**config.mk**
```make
export PLATFORM = sky130hd
export DESIGN_NAME = stat_ack_frame_tx
export DESIGN_NICKNAME = d
export VERILOG_FILES = /design/src/rtl/stat_frame_pkg.sv /design/src/rtl/sf_capture.sv /design/src/rtl/sf_seq.sv /design/src/rtl/sf_byte_sel.sv /design/src/rtl/stat_ack_frame_tx.sv
export SDC_FILE = /design/constraint.sdc
export NUM_CORES = 2
export LEC_CHECK = 0
export BUFFER_PORTS_ARGS = -buffer_cell sky130_fd_sc_hd__buf_2
export CAP_MARGIN = 15
export CORE_MARGIN = 3
export CORE_UTILIZATION = 54
export CTS_BUF_LIST = sky130_fd_sc_hd__clkbuf_16
export CTS_CLUSTER_DIAMETER = 50
export DETAILED_ROUTE_END_ITERATION = 10
export PLACE_DENSITY = 0.76
export SETUP_SLACK_MARGIN = 0.2
export SLEW_MARGIN = 20
export SYNTH_ARGS = -nofsm -noshare
export SYNTH_HDL_FRONTEND = slang
export SYNTH_SLANG_ARGS = --single-unit
```
**constraint.sdc**
```tcl
create_clock -name clk_i -period 18.9 [get_ports clk_i]
set_clock_uncertainty 0.05 [all_clocks]
set_input_delay 0.945 -clock clk_i [delete_from_list [all_inputs] [get_ports clk_i]]
set_output_delay 0.945 -clock clk_i [all_outputs]
set_load 0.005 [all_outputs]
```
**src/rtl/stat_frame_pkg.sv**
```systemverilog
package stat_frame_pkg;
  typedef enum logic {
    KIND_STATUS = 1'b0,
    KIND_ACK    = 1'b1
  } frame_kind_e;

  localparam logic [7:0] TYPE_STATUS = 8'h53;
  localparam logic [7:0] TYPE_ACK    = 8'h44;
  localparam int         HDR_BYTES   = 14;
endpackage

```
**src/rtl/sf_capture.sv**
```systemverilog
module sf_capture
  import stat_frame_pkg::*;
#(
  parameter int TEMP_W = 10,
  parameter int N_ADC  = 8,
  parameter int ADC_W  = 12,
  parameter int N_DAC  = 32,
  parameter int DAC_W  = 14
) (
  input  logic                   clk_i,
  input  logic                   rst_ni,
  input  logic                   load_i,
  input  frame_kind_e            kind_i,
  input  logic [47:0]            dst_i,
  input  logic [47:0]            src_i,
  input  logic [7:0]             loc_i,
  input  logic [TEMP_W-1:0]      temp_i,
  input  logic [N_ADC*ADC_W-1:0] adc_i,
  input  logic [N_DAC*DAC_W-1:0] dac_i,
  output frame_kind_e            kind_o,
  output logic [47:0]            dst_o,
  output logic [47:0]            src_o,
  output logic [7:0]             loc_o,
  output logic [TEMP_W-1:0]      temp_o,
  output logic [N_ADC*ADC_W-1:0] adc_o,
  output logic [N_DAC*DAC_W-1:0] dac_o
);
  always_ff @(posedge clk_i or negedge rst_ni) begin
    if (!rst_ni) begin
      kind_o <= KIND_STATUS;
      dst_o  <= '0;
      src_o  <= '0;
      loc_o  <= '0;
      temp_o <= '0;
      adc_o  <= '0;
      dac_o  <= '0;
    end else if (load_i) begin
      kind_o <= kind_i;
      dst_o  <= dst_i;
      src_o  <= src_i;
      loc_o  <= loc_i;
      temp_o <= temp_i;
      adc_o  <= adc_i;
      dac_o  <= dac_i;
    end
  end
endmodule

```
**src/rtl/sf_seq.sv**
```systemverilog
module sf_seq #(
  parameter int IDX_W = 7
) (
  input  logic             clk_i,
  input  logic             rst_ni,
  input  logic             start_i,
  input  logic             ready_i,
  input  logic [IDX_W-1:0] last_idx_i,
  output logic             load_o,
  output logic             busy_o,
  output logic             at_last_o,
  output logic [IDX_W-1:0] idx_o
);
  logic             busy_q;
  logic [IDX_W-1:0] idx_q;

  assign load_o    = start_i && !busy_q;  // strobes while busy are dropped
  assign busy_o    = busy_q;
  assign idx_o     = idx_q;
  assign at_last_o = busy_q && (idx_q == last_idx_i);

  always_ff @(posedge clk_i or negedge rst_ni) begin
    if (!rst_ni) begin
      busy_q <= 1'b0;
      idx_q  <= '0;
    end else if (load_o) begin
      busy_q <= 1'b1;
      idx_q  <= '0;
    end else if (busy_q && ready_i) begin
      if (idx_q == last_idx_i) begin
        busy_q <= 1'b0;
        idx_q  <= '0;
      end else begin
        idx_q <= idx_q + IDX_W'(1);
      end
    end
  end
endmodule

```
**src/rtl/sf_byte_sel.sv**
```systemverilog
module sf_byte_sel
  import stat_frame_pkg::*;
#(
  parameter int TEMP_W   = 10,
  parameter int N_ADC    = 8,
  parameter int ADC_W    = 12,
  parameter int N_DAC    = 32,
  parameter int DAC_W    = 14,
  parameter int IDX_W    = 7,
  parameter int STAT_LEN = 4 + 2 * N_ADC,
  parameter int ACK_LEN  = 2 + 2 * N_DAC
) (
  input  logic [IDX_W-1:0]       idx_i,
  input  frame_kind_e            kind_i,
  input  logic [47:0]            dst_i,
  input  logic [47:0]            src_i,
  input  logic [7:0]             loc_i,
  input  logic [TEMP_W-1:0]      temp_i,
  input  logic [N_ADC*ADC_W-1:0] adc_i,
  input  logic [N_DAC*DAC_W-1:0] dac_i,
  output logic [7:0]             byte_o
);
  logic [15:0] len_w;
  logic [15:0] word;
  int          i;
  int          p;
  int          ch;

  assign len_w = (kind_i == KIND_ACK) ? 16'(ACK_LEN) : 16'(STAT_LEN);

  // Fields are widened to 16 bits, so the zero padding of each high byte follows the field width
  always_comb begin
    byte_o = 8'h00;
    word   = 16'h0000;
    ch     = 0;
    i      = int'(idx_i);
    p      = i - HDR_BYTES;
    if (i < 6) begin
      byte_o = dst_i[8*(5-i) +: 8];
    end else if (i < 12) begin
      byte_o = src_i[8*(11-i) +: 8];
    end else if (i == 12) begin
      byte_o = len_w[15:8];
    end else if (i == 13) begin
      byte_o = len_w[7:0];
    end else if (p == 0) begin
      byte_o = loc_i;
    end else if (p == 1) begin
      byte_o = (kind_i == KIND_ACK) ? TYPE_ACK : TYPE_STATUS;
    end else if (kind_i == KIND_STATUS) begin
      if (p < 4) begin
        word   = 16'(temp_i);
        byte_o = (p == 2) ? word[15:8] : word[7:0];
      end else if (p < STAT_LEN) begin
        ch     = (p - 4) / 2;
        word   = 16'(adc_i[ch*ADC_W +: ADC_W]);
        byte_o = (p % 2 == 0) ? word[15:8] : word[7:0];
      end
    end else if (p < ACK_LEN) begin
      ch     = (p - 2) / 2;
      word   = 16'(dac_i[ch*DAC_W +: DAC_W]);
      byte_o = (p % 2 == 0) ? word[15:8] : word[7:0];
    end
  end
endmodule

```
**src/rtl/stat_ack_frame_tx.sv**
```systemverilog
module stat_ack_frame_tx
  import stat_frame_pkg::*;
#(
  parameter int TEMP_W      = 10,
  parameter int N_ADC       = 8,
  parameter int ADC_W       = 12,
  parameter int N_DAC       = 32,
  parameter int DAC_W       = 14,
  parameter int MIN_PAYLOAD = 47
) (
  input  logic                   clk_i,
  input  logic                   rst_ni,
  input  logic                   start_i,
  input  logic                   kind_i,
  input  logic [47:0]            dst_mac_i,
  input  logic [47:0]            src_mac_i,
  input  logic [7:0]             loc_i,
  input  logic [TEMP_W-1:0]      temp_i,
  input  logic [N_ADC*ADC_W-1:0] adc_i,
  input  logic [N_DAC*DAC_W-1:0] dac_i,
  input  logic                   tx_ready_i,
  output logic [7:0]             tx_data_o,
  output logic                   tx_valid_o,
  output logic                   tx_last_o
);
  localparam int STAT_LEN   = 4 + 2 * N_ADC;
  localparam int ACK_LEN    = 2 + 2 * N_DAC;
  localparam int STAT_FRAME = HDR_BYTES + ((STAT_LEN > MIN_PAYLOAD) ? STAT_LEN : MIN_PAYLOAD);
  localparam int ACK_FRAME  = HDR_BYTES + ((ACK_LEN > MIN_PAYLOAD) ? ACK_LEN : MIN_PAYLOAD);
  localparam int MAX_FRAME  = (STAT_FRAME > ACK_FRAME) ? STAT_FRAME : ACK_FRAME;
  localparam int IDX_W      = $clog2(MAX_FRAME);

  frame_kind_e            kind_q;
  logic [47:0]            dst_q, src_q;
  logic [7:0]             loc_q;
  logic [TEMP_W-1:0]      temp_q;
  logic [N_ADC*ADC_W-1:0] adc_q;
  logic [N_DAC*DAC_W-1:0] dac_q;
  logic                   load, busy, at_last;
  logic [IDX_W-1:0]       idx, last_idx;
  logic [7:0]             sel_byte;

  assign last_idx = (kind_q == KIND_ACK) ? IDX_W'(ACK_FRAME - 1) : IDX_W'(STAT_FRAME - 1);

  sf_capture #(
    .TEMP_W(TEMP_W), .N_ADC(N_ADC), .ADC_W(ADC_W), .N_DAC(N_DAC), .DAC_W(DAC_W)
  ) u_capture (
    .clk_i  (clk_i),
    .rst_ni (rst_ni),
    .load_i (load),
    .kind_i (frame_kind_e'(kind_i)),
    .dst_i  (dst_mac_i),
    .src_i  (src_mac_i),
    .loc_i  (loc_i),
    .temp_i (temp_i),
    .adc_i  (adc_i),
    .dac_i  (dac_i),
    .kind_o (kind_q),
    .dst_o  (dst_q),
    .src_o  (src_q),
    .loc_o  (loc_q),
    .temp_o (temp_q),
    .adc_o  (adc_q),
    .dac_o  (dac_q)
  );

  sf_seq #(.IDX_W(IDX_W)) u_seq (
    .clk_i      (clk_i),
    .rst_ni     (rst_ni),
    .start_i    (start_i),
    .ready_i    (tx_ready_i),
    .last_idx_i (last_idx),
    .load_o     (load),
    .busy_o     (busy),
    .at_last_o  (at_last),
    .idx_o      (idx)
  );

  sf_byte_sel #(
    .TEMP_W(TEMP_W), .N_ADC(N_ADC), .ADC_W(ADC_W), .N_DAC(N_DAC), .DAC_W(DAC_W),
    .IDX_W(IDX_W), .STAT_LEN(STAT_LEN), .ACK_LEN(ACK_LEN)
  ) u_sel (
    .idx_i  (idx),
    .kind_i (kind_q),
    .dst_i  (dst_q),
    .src_i  (src_q),
    .loc_i  (loc_q),
    .temp_i (temp_q),
    .adc_i  (adc_q),
    .dac_i  (dac_q),
    .byte_o (sel_byte)
  );

  assign tx_valid_o = busy;
  assign tx_last_o  = at_last;
  assign tx_data_o  = busy ? sel_byte : 8'h00;
endmodule

```
Word level (Yosys, flattened, before mapping)
Index checks and enable logic that the tools add are counted.
Widths: inputs -> output; s select.
- register bits after elaboration: 667
- output and inout port bits: 10
- logic and storage cells: 68
- $add $sub $neg: 8
- $mul: 2
- magnitude comparators: 5
- equality and inequality tests: 5
- shifts and indexed selects: 4
- mux-type cells: 23
- bitwise operators: 3
- reduce and logical (&&, ||, !) cells: 9
- operator list (operator ; number):
    $shiftx 448x32->14 ; 1
    $mux 8 ; 14
    $shiftx 48x32->8 ; 2
    $shiftx 96x32->12 ; 1
    $add 32x1->32 ; 2
    $logic_not 32->1 ; 2
    $mux 7 ; 5
    $eq 32x2->1 const B ; 1
    $eq 32x3->1 const B ; 1
    $lt 32x4->1 const B ; 1
    $lt 32x6->1 const B ; 1
    $lt 32x8->1 const B ; 1
    $mul 32x3->30 const B ; 1
    $mul 32x4->31 const B ; 1
    $sub 32x3->32 const B ; 1
    $sub 32x4->32 const B ; 1
    $eq 7x5->1 const B ; 2
    $sub 3x7->8 const A ; 1
    $sub 4x7->8 const A ; 1
    $sub 7x4->8 const B ; 1
    $add 7x1->7 const B ; 1
    $eq 7x7->1 ; 1
    $lt 7x3->1 const B ; 1
    $lt 7x4->1 const B ; 1
    7 further kinds ; 14

Longest topological paths before layout
- depth after elaboration: 17
- depth in mapped cells: 31
- gate-level depth less buffers: 28

By module
A second synthesis with hierarchy kept.
- cells, all modules: 3937
- area total of the unflattened synthesis: 49162.2 µm²
- modules (own cells, without submodules) (module ; times used ; cells each ; area each (µm²) ; seq. area each (µm²)):
    sf_capture ; 1 ; 1391 ; 24698.7 ; 16490.8
    sf_byte_sel ; 1 ; 2484 ; 23900.4 ; 0.0
    sf_seq ; 1 ; 52 ; 505.5 ; 200.2
    stat_ack_frame_tx ; 1 ; 10 ; 57.6 ; 0.0

Worst setup path before layout
No wires, ideal clock.
- kind: flip-flop to output port
- start point: register u_seq.idx_q[2], in the netlist u_seq.idx_o[2]
- end point: output port tx_data_o[1]
- arrival: 6.078 ns
- slack: 11.827 ns
- cell stages (with the launch flop): 27
- buffers on the path: 7
- path through: dfrtp_1 > clkbuf_1 > inv_1 > ha_1 > inv_1 > ha_1 > buf_2 > nor3b_1 > a21oi_2 > xnor2_2 > xor2_1 > inv_1 > fa_1 > fa_1 > buf_2 > buf_2 > buf_2 > clkbuf_1 > buf_1 > nand2_1 > nand3_1 > o21ai_0 > a222oi_1 > nor2_1 > a31oi_1 > a21oi_1 > o32ai_1
- longest elaborated chain between the ends: 17
- elaborated cells on any way between the ends: 41
- classes of those cells: add/sub: 7; mul: 2; order compare: 5; eq/ne: 4; shift: 4; mux: 14; bitwise: 3; reduce/logical: 2
- RTL lines (what ; RTL line ; RTL):
    start, declared ; sf_seq.sv:15 ; logic [IDX_W-1:0] idx_q;
    start signal, assigned ; sf_seq.sv:34 ; idx_q <= idx_q + IDX_W'(1);
    parallel branches: the longest is 15 deep, another holds $sub 32x3->32 ; n/a ;
    $mux 8 * ; sf_byte_sel.sv:38 ; if (i < 6) begin
    $mux 8 * ; stat_ack_frame_tx.sv:96 ; assign tx_data_o = busy ? sel_byte : 8'h00;
    end, declared ; stat_ack_frame_tx.sv:22 ; output logic [7:0] tx_data_o,
Mark *: on every way between the ends.

Worst setup path after layout
- start point: register u_seq.idx_q[3], in the netlist u_seq.idx_o[3]
- end point: output port tx_data_o[6]
The elaborated chain is that of the path after synthesis.

==> impl_results.md <==
* Nets at between 5000 and 6000
* Die X at 303.8 um
* Most common cell on crit path: ha_1
* Post-CTS Setup Inserts at 0
* Reg clk slew, reported paths at ~0.060 ns
* Final wirelength at roughly 170000 um
* Residual DRC count at 0
* TNS Setup at 0 ns
* Standard-cell row count at 108
* Minimum clock period at 11.36 ns
* Busiest metal layer after global routing: met2
* Mux share of post-synthesis cell area at 0.4102
* Worst EP arrival at slightly above 10 ns
* Syn_area_per_cell at between 10 and 15 um2
* Place WS at 8.515 ns
* Main combinational cell family by area after synthesis: multiplexers
* Layout cells sized above 1 at 0.4311
* Yosys cell types at 94
* Min setup slack post-route at 7.542 ns
* Synth top area share at 0.3485
* CTS tree: done
* Final Max Slew Viols at 0
* Core Region at between 80000 and 90000 um2
* Worst Max-Slew Pin Slew at 1.131 ns
* Register Area at 16690 um2
* Fmax at 88.05 MHz
* WHS at 0.2797 ns
* Crit-path max cell delay at between 0.8 and 0.9 ns
* Simple-gate portion of the synthesized area at 0.07339
* CTS Buffer Depth at 3
* Most common flop cell mapped by yosys: dfrtp_1
* Area taken by multi-input logic gates at just under 30000 um2
* CP Data Required Time at 17.91 ns
* YS warnings at 0
* Largest net degree at the start of global routing at 200
* Die H at 303.8 um
* Root buf cell: clkbuf_16
* Post-CTS Resized at 0
* Avg WL per Cell at between 20 and 30 um
* Net Count, Synth at ~4900
* First-pass GRT wire length at 248300 um
* Count of input and output buffers at 672
* Synth async-reset ratio at 1.000
* Crit path max fanout at 54
* Worst hold path type: input pin to async pin
* Starting Density at 0.5486
* Detailed Route Iter0 Violations at 4997
* Commonest non-fill, non-tap cell in the layout: mux2_2
* Mapped Cells at 4176
* Post-synth EDFFs at 0
* Post-synthesis sequential area ratio at 0.3485
* Num CTS Buffers at 80
* Fill cells at around 7000
* Adder-Cell Fraction of Synth Area at 0.01458
* CP Class: flop to output pin
* DRT Pass-1 Iters at 10
* # hold bufs at CTS at 0
* Gr ovfl total at 0
* Vias in the first global route at 39400
* Commonest cells after routing, fill and taps aside: 774 x mux2_2, 671 x buf_2, 666 x dfrtp_1
* Tcrit/Tclk final at 0.6009
* GR Layer Usage met1 at 0.4385
* Slew HR at 0.2457
* Met3 usage at 0.07106
* Status: finished clean
* Via count at 39230
* Clock sink count at 667
* Max stage delay cell, worst path: fa_4
* Vias/cell at about 6.7
* Layout area overhead at 13.54%
* RSZ-0062 raised after global routing: no
* Yosys top cell by area: dfrtp_1
* Synthesis-stage register bit count at roughly 670
* Routing usage on met2 at 0.5896
* Total GRT Usage at 0.3510
* Type of origin of the critical path: flop
* Final hold violations at 0
* Die area at 92290 um2
* Synthesized area at ~48000 um2
* Post-DRT Antenna Nets at 0
* Detailed-placement wirelength estimate at 125200 um
* Crit end category: output pin
* Synth area leaders: dfrtp_1 35%, mux2_2 18%, mux4_2 16%
* Insertion delay to the later sink of the worst-skew pair at 0.69 ns
* Post-synthesis compound-gate area fraction at 0.1044
* Max_cap viols at 0
* Initial antenna violation count at 18
* Top Ports at 673
* Final setup fails at 0
* Max H-tree Level at 3
* Flop2flop setup slack at around 14 ns
* GPL Wtd Cong at 0.9957
* Synth Area in XOR/XNOR at 0.009092
## layer usage
metal,vias up,wire (um)
li1,16890,-
met1,19700,61670
met2,2186,81870
met3,449,14000
met4,4,8677
met5,-,27
## sequential cells by signal, summed over array words and instances, names as in the netlist
name / cells
u_capture.src_o: 48
u_capture.dst_o: 48
u_seq.busy_o: 1
u_capture.dac_o: 448
u_capture.temp_o: 10
u_capture.loc_o: 8
u_seq.idx_o: 7
u_capture.kind_o: 1
u_capture.adc_o: 96
## cell usage after synthesis (all sizes together), types with 8 or more instances
cell type  instances
nor2b             59
o311ai            11
and2              15
clkbuf           174
o2111ai            8
ha                43
mux2             774
inv               56
fa                 8
a2111oi           15
xor2              19
and3              15
a31oi             42
buf              195
xnor2             23
nor2             194
o221ai            12
mux4             347
a21oi            188
o31ai              8
o21ai            183
mux2i            311
o21a              10
o22ai             24
a311oi            11
dfrtp            667
a211oi            95
or3               12
a22oi             19
o211ai            50
nand4             16
nand3             61
nand2            358
nor3              34
## per-stage QoR
| stage | utilization | cell area [um2] | instances |
|---|---|---|---|
| floorplan | - | 47890 | 4176 |
| global placement | 0.5920 | 51680 | 5700 |
| detailed placement | 0.5920 | 51680 | 5700 |
| CTS | 0.6225 | 54340 | 5845 |
| global route | 0.6229 | 54370 | 5859 |
| finish | 0.6229 | 54370 | 5859 |
## worst max-delay path, delay by kind of cell (launching register included)
kind,cells,cell delay (ns)
XOR/XNOR,2,0.87
buffers and inverters,6,2.19
multiplexers,1,0.09
flip-flops,1,0.80
AO/OA/AOI/OAI,7,1.89
adder cells (fa/ha/maj),7,2.83
AND/OR/NAND/NOR,4,0.97
## worst paths after layout
path | from | end | depth (start not counted)
setup / recovery | u_seq.idx_o[3] | tx_data_o[6] | 27
hold / removal | rst_ni | u_capture.adc_o[49] | 1
setup reg to reg | u_seq.busy_o | u_capture.dac_o[82] | 6
hold reg to reg | u_capture.dst_o[30] | u_capture.dst_o[30] | 1
max in group asynchronous | rst_ni | u_capture.dac_o[91] | 5
min in group clk_i | adc_i[45] | u_capture.adc_o[45] | 2
## logic make-up after synthesis
family	count (synthesis)
flops	667
buf+inv	427
mux	1432
xor+xnor	43
simple gates	793
compound gates	763
fa+ha+maj	51
## final cells by class
| cell class | count | area share |
|---|---|---|
| Antenna cell | 14 | 0.0006443 |
| Clock buffer | 80 | 0.03682 |
| Clock inverter | 65 | 0.01215 |
| Inverter | 58 | 0.004234 |
| Multi-Input combinational cell | 3082 | 0.5407 |
| Sequential cell | 667 | 0.3070 |
| Tap cell | 1155 | 0.02658 |
| Timing Repair Buffer | 738 | 0.07184 |
Power is left out: the tool's default activity adds up to more than one toggle a clock period on the data nets, which glitch-free logic cannot reach.
